### src/rtl/cbu_pkg.sv
package cbu_pkg;

  localparam int CBU_DATA_W = 32;
  localparam int CBU_IMM_W  = 4;
  localparam int CBU_COND_W = 4;

  typedef enum logic [CBU_COND_W-1:0] {
    C_EQ    = 4'd0,
    C_NE    = 4'd1,
    C_LT    = 4'd2,
    C_GE    = 4'd3,
    C_LE    = 4'd4,
    C_GT    = 4'd5,
    C_LTU   = 4'd6,
    C_GEU   = 4'd7,
    C_LEU   = 4'd8,
    C_GTU   = 4'd9,
    C_ANDZ  = 4'd10,
    C_ANDNZ = 4'd11,
    C_TRUE  = 4'd12,
    C_FALSE = 4'd13,
    C_RLT   = 4'd14,
    C_RLTU  = 4'd15
  } cbu_cond_e;

endpackage

### src/rtl/cbu_opsel.sv
module cbu_opsel #(
  parameter int DATA_W = 32,
  parameter int IMM_W  = 4
) (
  input  logic              imm_sel,
  input  logic [IMM_W-1:0]  imm_val,
  input  logic [DATA_W-1:0] reg_b,
  output logic [DATA_W-1:0] opnd_b
);
  logic [DATA_W-1:0] imm_ext;

  generate
    if (DATA_W > IMM_W) begin : g_pad
      assign imm_ext = {{(DATA_W-IMM_W){1'b0}}, imm_val};
    end else begin : g_trunc
      assign imm_ext = imm_val[DATA_W-1:0];
    end
  endgenerate

  assign opnd_b = imm_sel ? imm_ext : reg_b;
endmodule

### src/rtl/cbu_cmp.sv
module cbu_cmp
  import cbu_pkg::*;
#(
  parameter int DATA_W = 32
) (
  input  logic [CBU_COND_W-1:0] cond,
  input  logic [DATA_W-1:0]     a,
  input  logic [DATA_W-1:0]     b,
  output logic                  hit,
  output logic                  eq_w,
  output logic                  lt_s_w,
  output logic                  lt_u_w,
  output logic                  gt_s_w,
  output logic                  gt_u_w,
  output logic                  and_zero_w
);
  localparam logic [DATA_W-1:0] SIGN_BIT = {1'b1, {(DATA_W-1){1'b0}}};

  function automatic logic f_lt_u(input logic [DATA_W-1:0] x,
                                  input logic [DATA_W-1:0] y);
    return x < y;
  endfunction

  // signed order = unsigned order after flipping the sign bits
  function automatic logic f_lt_s(input logic [DATA_W-1:0] x,
                                  input logic [DATA_W-1:0] y);
    return f_lt_u(x ^ SIGN_BIT, y ^ SIGN_BIT);
  endfunction

  function automatic logic f_and_zero(input logic [DATA_W-1:0] x,
                                      input logic [DATA_W-1:0] y);
    return (x & y) == '0;
  endfunction

  assign eq_w       = (a == b);
  assign lt_s_w     = f_lt_s(a, b);
  assign lt_u_w     = f_lt_u(a, b);
  assign gt_s_w     = f_lt_s(b, a);
  assign gt_u_w     = f_lt_u(b, a);
  assign and_zero_w = f_and_zero(a, b);

  always_comb begin
    case (cbu_cond_e'(cond))
      C_EQ:    hit = eq_w;
      C_NE:    hit = !eq_w;
      C_LT:    hit = lt_s_w;
      C_GE:    hit = !lt_s_w;
      C_LE:    hit = !gt_s_w;
      C_GT:    hit = gt_s_w;
      C_LTU:   hit = lt_u_w;
      C_GEU:   hit = !lt_u_w;
      C_LEU:   hit = !gt_u_w;
      C_GTU:   hit = gt_u_w;
      C_ANDZ:  hit = and_zero_w;
      C_ANDNZ: hit = !and_zero_w;
      C_TRUE:  hit = 1'b1;
      C_FALSE: hit = 1'b0;
      C_RLT:   hit = gt_s_w;
      C_RLTU:  hit = gt_u_w;
      default: hit = 1'b0;
    endcase
  end
endmodule

### src/rtl/cbu_outreg.sv
module cbu_outreg #(
  parameter int DATA_W = 32
) (
  input  logic              clk,
  input  logic              rst_n,
  input  logic              in_valid,
  input  logic              op_set,
  input  logic              hit,
  output logic              out_valid,
  output logic              taken,
  output logic [DATA_W-1:0] set_result
);
  always_ff @(posedge clk) begin
    if (!rst_n) begin
      out_valid  <= 1'b0;
      taken      <= 1'b0;
      set_result <= '0;
    end else begin
      out_valid  <= in_valid;
      taken      <= in_valid && !op_set && hit;
      set_result <= {{(DATA_W-1){1'b0}}, in_valid && op_set && hit};
    end
  end
endmodule

### src/rtl/cond_unit.sv
module cond_unit
  import cbu_pkg::*;
(
  input  logic                  clk,
  input  logic                  rst_n,
  input  logic                  in_valid,
  input  logic [CBU_COND_W-1:0] cond,
  input  logic [CBU_DATA_W-1:0] op_a,
  input  logic [CBU_DATA_W-1:0] op_b,
  input  logic                  imm_sel,
  input  logic [CBU_IMM_W-1:0]  imm_val,
  input  logic                  op_set,
  output logic                  out_valid,
  output logic                  taken,
  output logic [CBU_DATA_W-1:0] set_result
);
  logic [CBU_DATA_W-1:0] opnd_b;
  logic                  cmp_hit;
  logic                  eq_w, lt_s_w, lt_u_w, gt_s_w, gt_u_w, and_zero_w;

  cbu_opsel #(.DATA_W(CBU_DATA_W), .IMM_W(CBU_IMM_W)) u_opsel (
    .imm_sel (imm_sel),
    .imm_val (imm_val),
    .reg_b   (op_b),
    .opnd_b  (opnd_b)
  );

  cbu_cmp #(.DATA_W(CBU_DATA_W)) u_cmp (
    .cond       (cond),
    .a          (op_a),
    .b          (opnd_b),
    .hit        (cmp_hit),
    .eq_w       (eq_w),
    .lt_s_w     (lt_s_w),
    .lt_u_w     (lt_u_w),
    .gt_s_w     (gt_s_w),
    .gt_u_w     (gt_u_w),
    .and_zero_w (and_zero_w)
  );

  cbu_outreg #(.DATA_W(CBU_DATA_W)) u_outreg (
    .clk        (clk),
    .rst_n      (rst_n),
    .in_valid   (in_valid),
    .op_set     (op_set),
    .hit        (cmp_hit),
    .out_valid  (out_valid),
    .taken      (taken),
    .set_result (set_result)
  );
endmodule

### config.mk
export PLATFORM = sky130hd
export DESIGN_NAME = cond_unit
export DESIGN_NICKNAME = d
export VERILOG_FILES = /design/src/rtl/cbu_pkg.sv /design/src/rtl/cbu_opsel.sv /design/src/rtl/cbu_cmp.sv /design/src/rtl/cbu_outreg.sv /design/src/rtl/cond_unit.sv
export SDC_FILE = /design/constraint.sdc
export NUM_CORES = 1
export LEC_CHECK = 0
export BUFFER_PORTS_ARGS = -buffer_cell sky130_fd_sc_hd__buf_2
export CORE_ASPECT_RATIO = 1.2
export CORE_MARGIN = 3
export CORE_UTILIZATION = 43
export CTS_CLUSTER_DIAMETER = 60
export DETAILED_ROUTE_END_ITERATION = 16
export PLACE_DENSITY_LB_ADDON = 0.08
export SLEW_MARGIN = 10
export SYNTH_ARGS = -nofsm -noshare
export SYNTH_HDL_FRONTEND = slang
export SYNTH_HIERARCHICAL = 1
export SYNTH_SLANG_ARGS = --single-unit
### constraint.sdc
create_clock -name clk -period 2.2 [get_ports clk]
set_input_delay 0 -clock clk [delete_from_list [all_inputs] [get_ports clk]]
set_output_delay 0 -clock clk [all_outputs]
set_load 0.1 [all_outputs]
==> results.txt, run 1 <==
Via density: 4.78
Gate Count Post-Synth: 272
Residual DRC count: 0
Htree depth: 1
Avg Cell Area, Syn: 7.88 um2
CTS tree: built
Max Fanout on Critical Path: 7
Drt first pass iters: 4
IO buf count: 79
DIE WIDTH: 70.4 um
Post-detail-place hpwl: 4.49 mm
Die ar.: 0.00587 mm2
Num Clock Sinks: 3
Endpoints failing hold: 0
Critical path class: input pin to flip-flop
DP Worst Slack: -0.529 ns
WL final: 5.71 mm
Layout area overhead: 56.7%
Clk buf depth: 2
Worst hold path class: input pin to flip-flop
Row Count: 27
Worst vdd ir: 0.160 mV
Achievable frequency: 0.426 GHz
Core Area: 0.00470 mm2
Commonest non-fill, non-tap cell in the layout: buf_2
Wire length per cell: 12.1 um
Critical path launch point type: input pin
Final net count: 558
Unrepaired setup endpoints after global routing: true
Initial antenna violation count: 0
Hold-fix buffers, CTS: 0
Setup violations, final: 2
Slew Viols, Final: 0
First-pass GRT wire length: 8.74 mm
Most frequent cells in the layout: buf_2 (78), buf_4 (60), ha_1 (55)
Placed Cells: 462
Critical path data required time: 2.30 ns
Violated checks: negative setup slack
Vias: 2,260
Clock-pin slew on the worst setup and hold paths: 0.03 ns
Root buf cell: clkbuf_8
Num CTS Buffers: 3
Status: finished, violations left
Cell Pwr Density: 291 mW/mm2
Max-cap viol count: 0
Vias in the first global route: 2,123
Global Route Usage Sum: 17.3%
Finished Layout Cells: 473
Fraction of layout cells with a size suffix above 1: 48.0%
Ant diodes: 0
RePlAce Congestion: 0.792
Worst Setup End Kind: flip-flop
Setup WS post-layout: -0.147 ns
GRT Residual Overflow: 0
Largest net degree at the start of global routing: 16
Initial Util: 45.6%
Lkg Pwr: 1.90 nW
Final worst path period need: 2.35 ns
Final TNS setup: -0.280 ns
Post-synthesis cell area: 0.00214 mm2
Post-route ant nets: 0
Initial DRC Count: 45
Die Height: 83.3 um
Period Utilization, post-route: 107%
Yosys warnings: 6
Filler cells: 384
Arr. time, crit path: 2.45 ns
I/O Pins: 111
## path summary, 6_finish.rpt
check | slack, ns | from | cells after the start | to
setup / recovery | -0.15 | imm_sel | 14 | u_outreg/set_result[0]
hold / removal | 0.01 | in_valid | 2 | u_outreg/out_valid
## report_power, final
group | internal (W) | switching [W] | total (W)
logic | 0.000289 | 0.000469 | 0.000758
registers | 0.0000573 | 0.000000480 | 0.0000578
clock network | 0.000124 | 0.0000364 | 0.000160
total | 0.000470 | 0.000506 | 0.000976
## critical path: stages
cell and delay, ns:
buf_12 0.11, buf_6 0.11, and2b_1 0.19, ha_1 0.18, a21oi_1 0.17, o21ai_1 0.09, a221o_1 0.32, o31a_1 0.25
buf_6 0.14, nor3b_4 0.18, mux2i_1 0.20, and4_4 0.22, o221ai_2 0.09, and4_1 0.19
## stage by stage
| step | hold slack (ns) | total power, W | util, % | instance area, um2 |
|---|---|---|---|---|
| 2_1_floorplan | 0.122 | 0.000563 | - | 2290 |
| 3_3_place_gp | 0.230 | 0.000724 | 62.4 | 2930 |
| 3_5_place_dp | 0.230 | 0.000728 | 62.4 | 2930 |
| 4_1_cts | 0.00514 | 0.000932 | 67.0 | 3150 |
| 5_1_grt | 0.0256 | 0.00105 | 71.5 | 3360 |
| 6_report | 0.0120 | 0.000976 | 71.5 | 3360 |
## repair_timing
action / 4_1_cts / 5_1_grt
pin swaps: 9 / 11
gates resized for setup: 29 / 36
setup endpoints to repair: 2 / 2
gates cloned: 0 / 0
setup buffers: 3 / 4
## metal layers
metal	vias to the layer above	share of wire [%]	GRT usage [%]
met1	1030	43	22.2
met3	2	4.9	1.21
met2	71	52	31.6
met4	0	0.14	2.61
met5	-	0	0
li1	1157	-	-
## registers in the layout, summed over array words and instances, names as in the netlist
register,flops
u_outreg/out_valid,1
u_outreg/set_result,1
u_outreg/taken,1
## cell type report
class                      count  area (um2)  share of cell area, %
timing repair buffer         145         953                   28.4
inverter                      34         128                   3.80
sequential                     3        60.1                   1.79
clock buffer                   4        45.0                   1.34
tap                           58        72.6                   2.16
multi-input combinational    229        2100                   62.5
Note: power is estimated with default switching activity, not from simulation.
==> run 2: changes to the inputs <==
--- a/config.mk
+++ b/config.mk
@@ -7,7 +7,6 @@
 export LEC_CHECK = 0
 export BUFFER_PORTS_ARGS = -buffer_cell sky130_fd_sc_hd__buf_2
 export CORE_ASPECT_RATIO = 1.2
-export CORE_MARGIN = 3
 export CORE_UTILIZATION = 43
 export CTS_CLUSTER_DIAMETER = 60
 export DETAILED_ROUTE_END_ITERATION = 16
==> run 2 against run 1 <==
Effect of this change: the flow still finishes with violations (negative setup slack); sequential share of layout area is 0.061 points higher; critical path depth stayed put; sequential cell count stayed put; maximum frequency is 5.5% lower; total power is 3.4% lower; global-route usage is 2.1 points higher; clock power is 4% lower; setup slack worse by 0.14 ns; routed wire length is 12% lower; final area is 3.3% lower; hold slack better by 0.011 ns; critical path type unchanged; largest power group unchanged.
==> results.txt, run 2 (synthesis results as in run 1) <==
Status: finished, violations left
Violated checks: negative setup slack
Arr. time, crit path: 2.58 ns (+0.13 ns)
Lkg Pwr: 1.84 nW (-3.0%)
Hold Path Depth: 2 (unchanged)
Placed cell areas: 0.00291 mm2 (-0.60%)
GRT Residual Overflow: 0 (unchanged)
CP peak stage delay: 0.35 ns (+0.03 ns)
I/O Pins: 111 (unchanged)
Leading registers by flop count: u_outreg/out_valid: 1 flops, u_outreg/set_result: 1 flops, u_outreg/taken: 1 flops
Initial antenna violation count: 0 (unchanged)
CTS tree: built
First-pass GRT wire length: 8.34 mm (-4.5%)
Hold-fix buffers, CTS: 0 (unchanged)
Endpoints failing hold: 0 (unchanged)
Unrepaired setup endpoints after global routing: true
Ant diodes: 0 (unchanged)
Cell Pwr Density: 291 mW/mm2 (-0.10%)
Critical path's top delay family: compound AO/OA/AOI/OAI gates
Vias in the first global route: 2,081 (-2.0%)
Hold_sp: in_valid
Worst Setup End Kind: flip-flop
CP max stage cell: a221o_1
Critical path data required time: 2.30 ns (about the same)
Final TNS setup: -0.537 ns (-0.257 ns)
Buf+Inv Stages, Crit Path: 3 (unchanged)
Die Height: 79.3 um (-4.8%)
Via density: 4.66 (-2.4%)
Worst hold path class: input pin to flip-flop
WL final: 5.03 mm (-12%)
Core Area: 0.00470 mm2 (unchanged)
Htree depth: 1 (unchanged)
Clock-pin slew on the worst setup and hold paths: 0.03 ns (about the same)
Worst vdd ir: 0.157 mV (-1.7%)
Commonest non-fill, non-tap cell in the layout: buf_2
Critical path launch point type: input pin
Fin area: 0.00325 mm2 (-3.3%)
Vias: 2,177 (-3.7%)
Slew Viols, Final: 0 (unchanged)
Hold path endpoint: u_outreg/out_valid
Most used cell, CP: buf_12
Post-route ant nets: 0 (unchanged)
Max Fanout on Critical Path: 7 (unchanged)
Initial Util: 45.6% (unchanged)
Post-detail-place hpwl: 4.12 mm (-8.2%)
Root buf cell: clkbuf_8
Final net count: 552 (-1.1%)
IO buf count: 79 (unchanged)
Drt first pass iters: 4 (unchanged)
Global Route Usage Sum: 19.4% (+2.1 points)
Layout area overhead: 51.5%
Clk buf depth: 2 (unchanged)
Row Count: 27 (unchanged)
Initial DRC Count: 68 (+51%)
RePlAce Congestion: 0.889 (+12%)
Largest net degree at the start of global routing: 14 (-2)
Fraction of layout cells with a size suffix above 1: 44.3% (-3.7 points)
Achievable frequency: 0.403 GHz (-5.5%)
Setup violations, final: 2 (unchanged)
Period Utilization, post-route: 113% (+6.2 points)
Num Clock Sinks: 3 (unchanged)
Setup WS post-layout: -0.283 ns (-0.136 ns)
Max-cap viol count: 0 (unchanged)
Residual DRC count: 0 (unchanged)
Critical path class: input pin to flip-flop
Die ar.: 0.00527 mm2 (-10%)
DP Worst Slack: -0.536 ns (-0.00640 ns)
DIE WIDTH: 66.4 um (-5.7%)
Crit-path cells: buf_12 -> buf_12 -> nor2b_4 -> ha_4 -> a21oi_2 -> o21ai_2 -> a221o_1 -> o31a_1 -> buf_6 -> nor3b_4 -> mux2i_1 -> and4_4 -> o221ai_2 -> and4b_1
Final worst path period need: 2.48 ns (+0.136 ns)
Num CTS Buffers: 3 (unchanged)
Most frequent cells in the layout: buf_2 (78), buf_4 (56), ha_1 (54)
Hold Worst Slack: 0.0226 ns (+0.0106 ns)
Wire length per cell: 10.8 um (-11%)
-- run 2: cell types whose count changed in the layout (fill, tap and decap cells not counted), sizes merged --
cell	before	now
buf	145	139
-- run 2: worst max path at each step --
stage,cells after the start,from,to
floorplan,12,imm_sel,u_outreg/taken
global route,14,imm_sel,u_outreg/taken
CTS,14,imm_sel,u_outreg/taken
detailed placement,14,imm_sel,u_outreg/taken
global placement,13,imm_sel,u_outreg/taken
finish,14,imm_sel,u_outreg/taken
-- run 2: timing repair --
action	CTS	global route
setup endpoints to repair	2	2
gates resized for setup	33	7
gates cloned	1	0
setup buffers	2	2
pin swaps	13	6
-- run 2: layer usage --
metal	part of all wire [%]	GRT usage (%)	vias up
met5	0	0	-
met4	0.18	2.77	0
met3	3.9	1.01	2
met2	50	36.0	70
met1	46	24.7	957
li1	-	-	1148
-- run 2: stage by stage --
step	cells	power [W]	util (%)
after floorplan	302	0.000563	-
after global placement	458	0.000722	62.1
after detailed placement	458	0.000723	62.1
after CTS	465	0.000933	67.8
after global routing	467	0.00101	69.1
final	467	0.000943	69.1
-- run 2: layout make-up --
type / instances / area, um2
Multi-Input combinational cell: 229 / 2040
Fill cell: 415 / 1450
Timing Repair Buffer: 139 / 905
Inverter: 34 / 128
Tap cell: 58 / 72.6
Sequential cell: 3 / 60.1
Clock buffer: 4 / 45.0
-- run 2: power breakdown --
group / leakage [nW] / internal (W) / switching [W]
combinational: 1.79 / 0.000274 / 0.000457
clock: 0.0228 / 0.000123 / 0.0000312
sequential: 0.0246 / 0.0000573 / 0.000000422
==> run 3: changes to the inputs <==
--- a/config.mk
+++ b/config.mk
@@ -11,6 +11,7 @@
 export CTS_CLUSTER_DIAMETER = 60
 export DETAILED_ROUTE_END_ITERATION = 16
 export PLACE_DENSITY_LB_ADDON = 0.08
+export SKIP_LAST_GASP = 1
 export SLEW_MARGIN = 10
 export SYNTH_ARGS = -nofsm -noshare
 export SYNTH_HDL_FRONTEND = slang
==> run 3 against run 2 <==
Effect of this change: the run still ends with negative setup slack left; final area fell by 0.23%; die area did not move; sequential power barely moved; first-iteration DRC count fell by 2.9%; sequential share of layout area barely moved; via count fell by 0.14%; critical path type unchanged; largest cell class unchanged.
==> results.txt, run 3 (synthesis results as in run 1) <==
NetSw: 0.000488 W (about the same)
Layout area overhead: 51.2%
Most frequent cells in the layout: buf_2 (78), buf_4 (57), ha_1 (54)
Fraction of layout cells with a size suffix above 1: 44.0% (-0.24 points)
Initial antenna violation count: 0 (unchanged)
Unrepaired setup endpoints after global routing: true
Post-detail-place hpwl: 4.12 mm (unchanged)
Period Utilization, post-route: 113% (+0.49 points)
Worst hold path class: input pin to flip-flop
DP Worst Slack: -0.536 ns (unchanged)
Vias in the first global route: 2,081 (unchanged)
Post-route ant nets: 0 (unchanged)
Clock network power share: 16.4% (about the same)
Status: finished, violations left
Row Count: 27 (unchanged)
WL final: 5.03 mm (about the same)
Worst Setup End Kind: flip-flop
Critical path data required time: 2.30 ns (about the same)
Residual DRC count: 0 (unchanged)
Htree depth: 1 (unchanged)
Initial DRC Count: 66 (-2.9%)
Switching Fraction: 51.8% (about the same)
I/O Pins: 111 (unchanged)
Comb power frac: 77.5% (about the same)
Root buf cell: clkbuf_8
Int Pwr: 0.000454 W (-0.13%)
Clock-pin slew on the worst setup and hold paths: 0.03 ns (about the same)
Global Route Usage Sum: 19.4% (unchanged)
Violated checks: negative setup slack
Critical path class: input pin to flip-flop
Final worst path period need: 2.49 ns (+0.0107 ns)
Placed Cells: 458 (unchanged)
Arr. time, crit path: 2.59 ns (about the same)
Final net count: 552 (unchanged)
Clk buf depth: 2 (unchanged)
Setup WS post-layout: -0.294 ns (-0.0107 ns)
Hold-fix buffers, CTS: 0 (unchanged)
Achievable frequency: 0.401 GHz (-0.43%)
Initial Util: 45.6% (unchanged)
Core Area: 0.00470 mm2 (unchanged)
Max Fanout on Critical Path: 7 (unchanged)
Cell Pwr Density: 291 mW/mm2 (+0.12%)
Most used cell, CP: buf_12
Worst vdd ir: 0.157 mV (unchanged)
Setup violations, final: 2 (unchanged)
Commonest non-fill, non-tap cell in the layout: buf_2
Lkg Pwr: 1.84 nW (about the same)
Via density: 4.66 (-0.14%)
Die Height: 79.3 um (unchanged)
Vias: 2,174 (-0.14%)
CTS tree: built
Seq pwr share: 6.1% (about the same)
Slew Viols, Final: 0 (unchanged)
Largest net degree at the start of global routing: 14 (unchanged)
IO buf count: 79 (unchanged)
DIE WIDTH: 66.4 um (unchanged)
Leading registers by flop count: u_outreg/out_valid: 1 flops, u_outreg/set_result: 1 flops, u_outreg/taken: 1 flops
Die ar.: 0.00527 mm2 (unchanged)
Max-cap viol count: 0 (unchanged)
Num Clock Sinks: 3 (unchanged)
Buf+Inv Stages, Crit Path: 3 (unchanged)
Crit-path cells: buf_12 -> buf_12 -> nor2b_4 -> ha_4 -> a21oi_2 -> o21ai_2 -> a221o_1 -> o31a_1 -> buf_4 -> nor3b_4 -> mux2i_1 -> and4_4 -> o221ai_2 -> and4b_1
GRT Residual Overflow: 0 (unchanged)
Critical path launch point type: input pin
Critical Path Start: imm_sel
Hold Worst Slack: 0.0226 ns (unchanged)
RePlAce Congestion: 0.889 (unchanged)
First-pass GRT wire length: 8.34 mm (unchanged)
Hold_sp: in_valid
Wire length per cell: 10.8 um (about the same)
Endpoints failing hold: 0 (unchanged)
CP peak stage delay: 0.35 ns (about the same)
Critical path's top delay family: compound AO/OA/AOI/OAI gates
Finished Layout Cells: 467 (unchanged)
Drt first pass iters: 4 (unchanged)
CP max stage cell: a221o_1
Num CTS Buffers: 3 (unchanged)
Ant diodes: 0 (unchanged)
run 3: cell counts in the layout (fill, tap and decap cells not counted):
No cell type changed its count.
run 3: through the flow:
stage / utilization, % / instance area, um2 / total power (W) / TNS, ns
finish: 69.0 / 3240 / 0.000942 / -0.558
global route: 69.0 / 3240 / 0.00101 / -0.762
CTS: 67.8 / 3180 / 0.000933 / -0.245
detailed placement: 62.1 / 2910 / 0.000723 / -1.04
global placement: 62.1 / 2910 / 0.000722 / -1.11
floorplan: - / 2290 / 0.000563 / -0.370
run 3: area by class of cell:
| type | count | area, um2 |
|---|---|---|
| Fill cell | 415 | 1460 |
| Multi-Input combinational cell | 229 | 2030 |
| Timing Repair Buffer | 139 | 901 |
| Inverter | 34 | 128 |
| Clock buffer | 4 | 45.0 |
| Sequential cell | 3 | 60.1 |
| Tap cell | 58 | 72.6 |
run 3: path summary, 6_finish.rpt:
kind	end	slack, ns	depth (start not counted)
worst max-delay path	u_outreg/taken	-0.29	14
worst min-delay path	u_outreg/out_valid	0.02	2
run 3: layer usage:
metal | up-vias | wire length (um) | part of all wire, % | global-route usage [%]
li1 | 1148 | - | - | -
met1 | 957 | 2320 | 46 | 24.7
met2 | 67 | 2510 | 50 | 36.0
met5 | - | 0 | 0 | 0
met4 | 0 | 9 | 0.18 | 2.77
met3 | 2 | 189 | 3.8 | 1.01
run 3: power groups by stage:
stage | sequential [W] | combinational, W | clock (W)
CTS | 0.0000578 | 0.000715 | 0.000160
global placement | 0.0000585 | 0.000663 | 0
finish | 0.0000577 | 0.000730 | 0.000154
floorplan | 0.0000769 | 0.000487 | 0
detailed placement | 0.0000585 | 0.000665 | 0
global route | 0.0000581 | 0.000790 | 0.000164
run 3: repair_timing:
item	4_1_cts	5_1_grt
gates resized for setup	33	5
endpoints found under the hold margin	0	0
gates cloned	1	0
endpoints found under the setup margin	2	2
pin swaps	13	6
buffers inserted	2	2
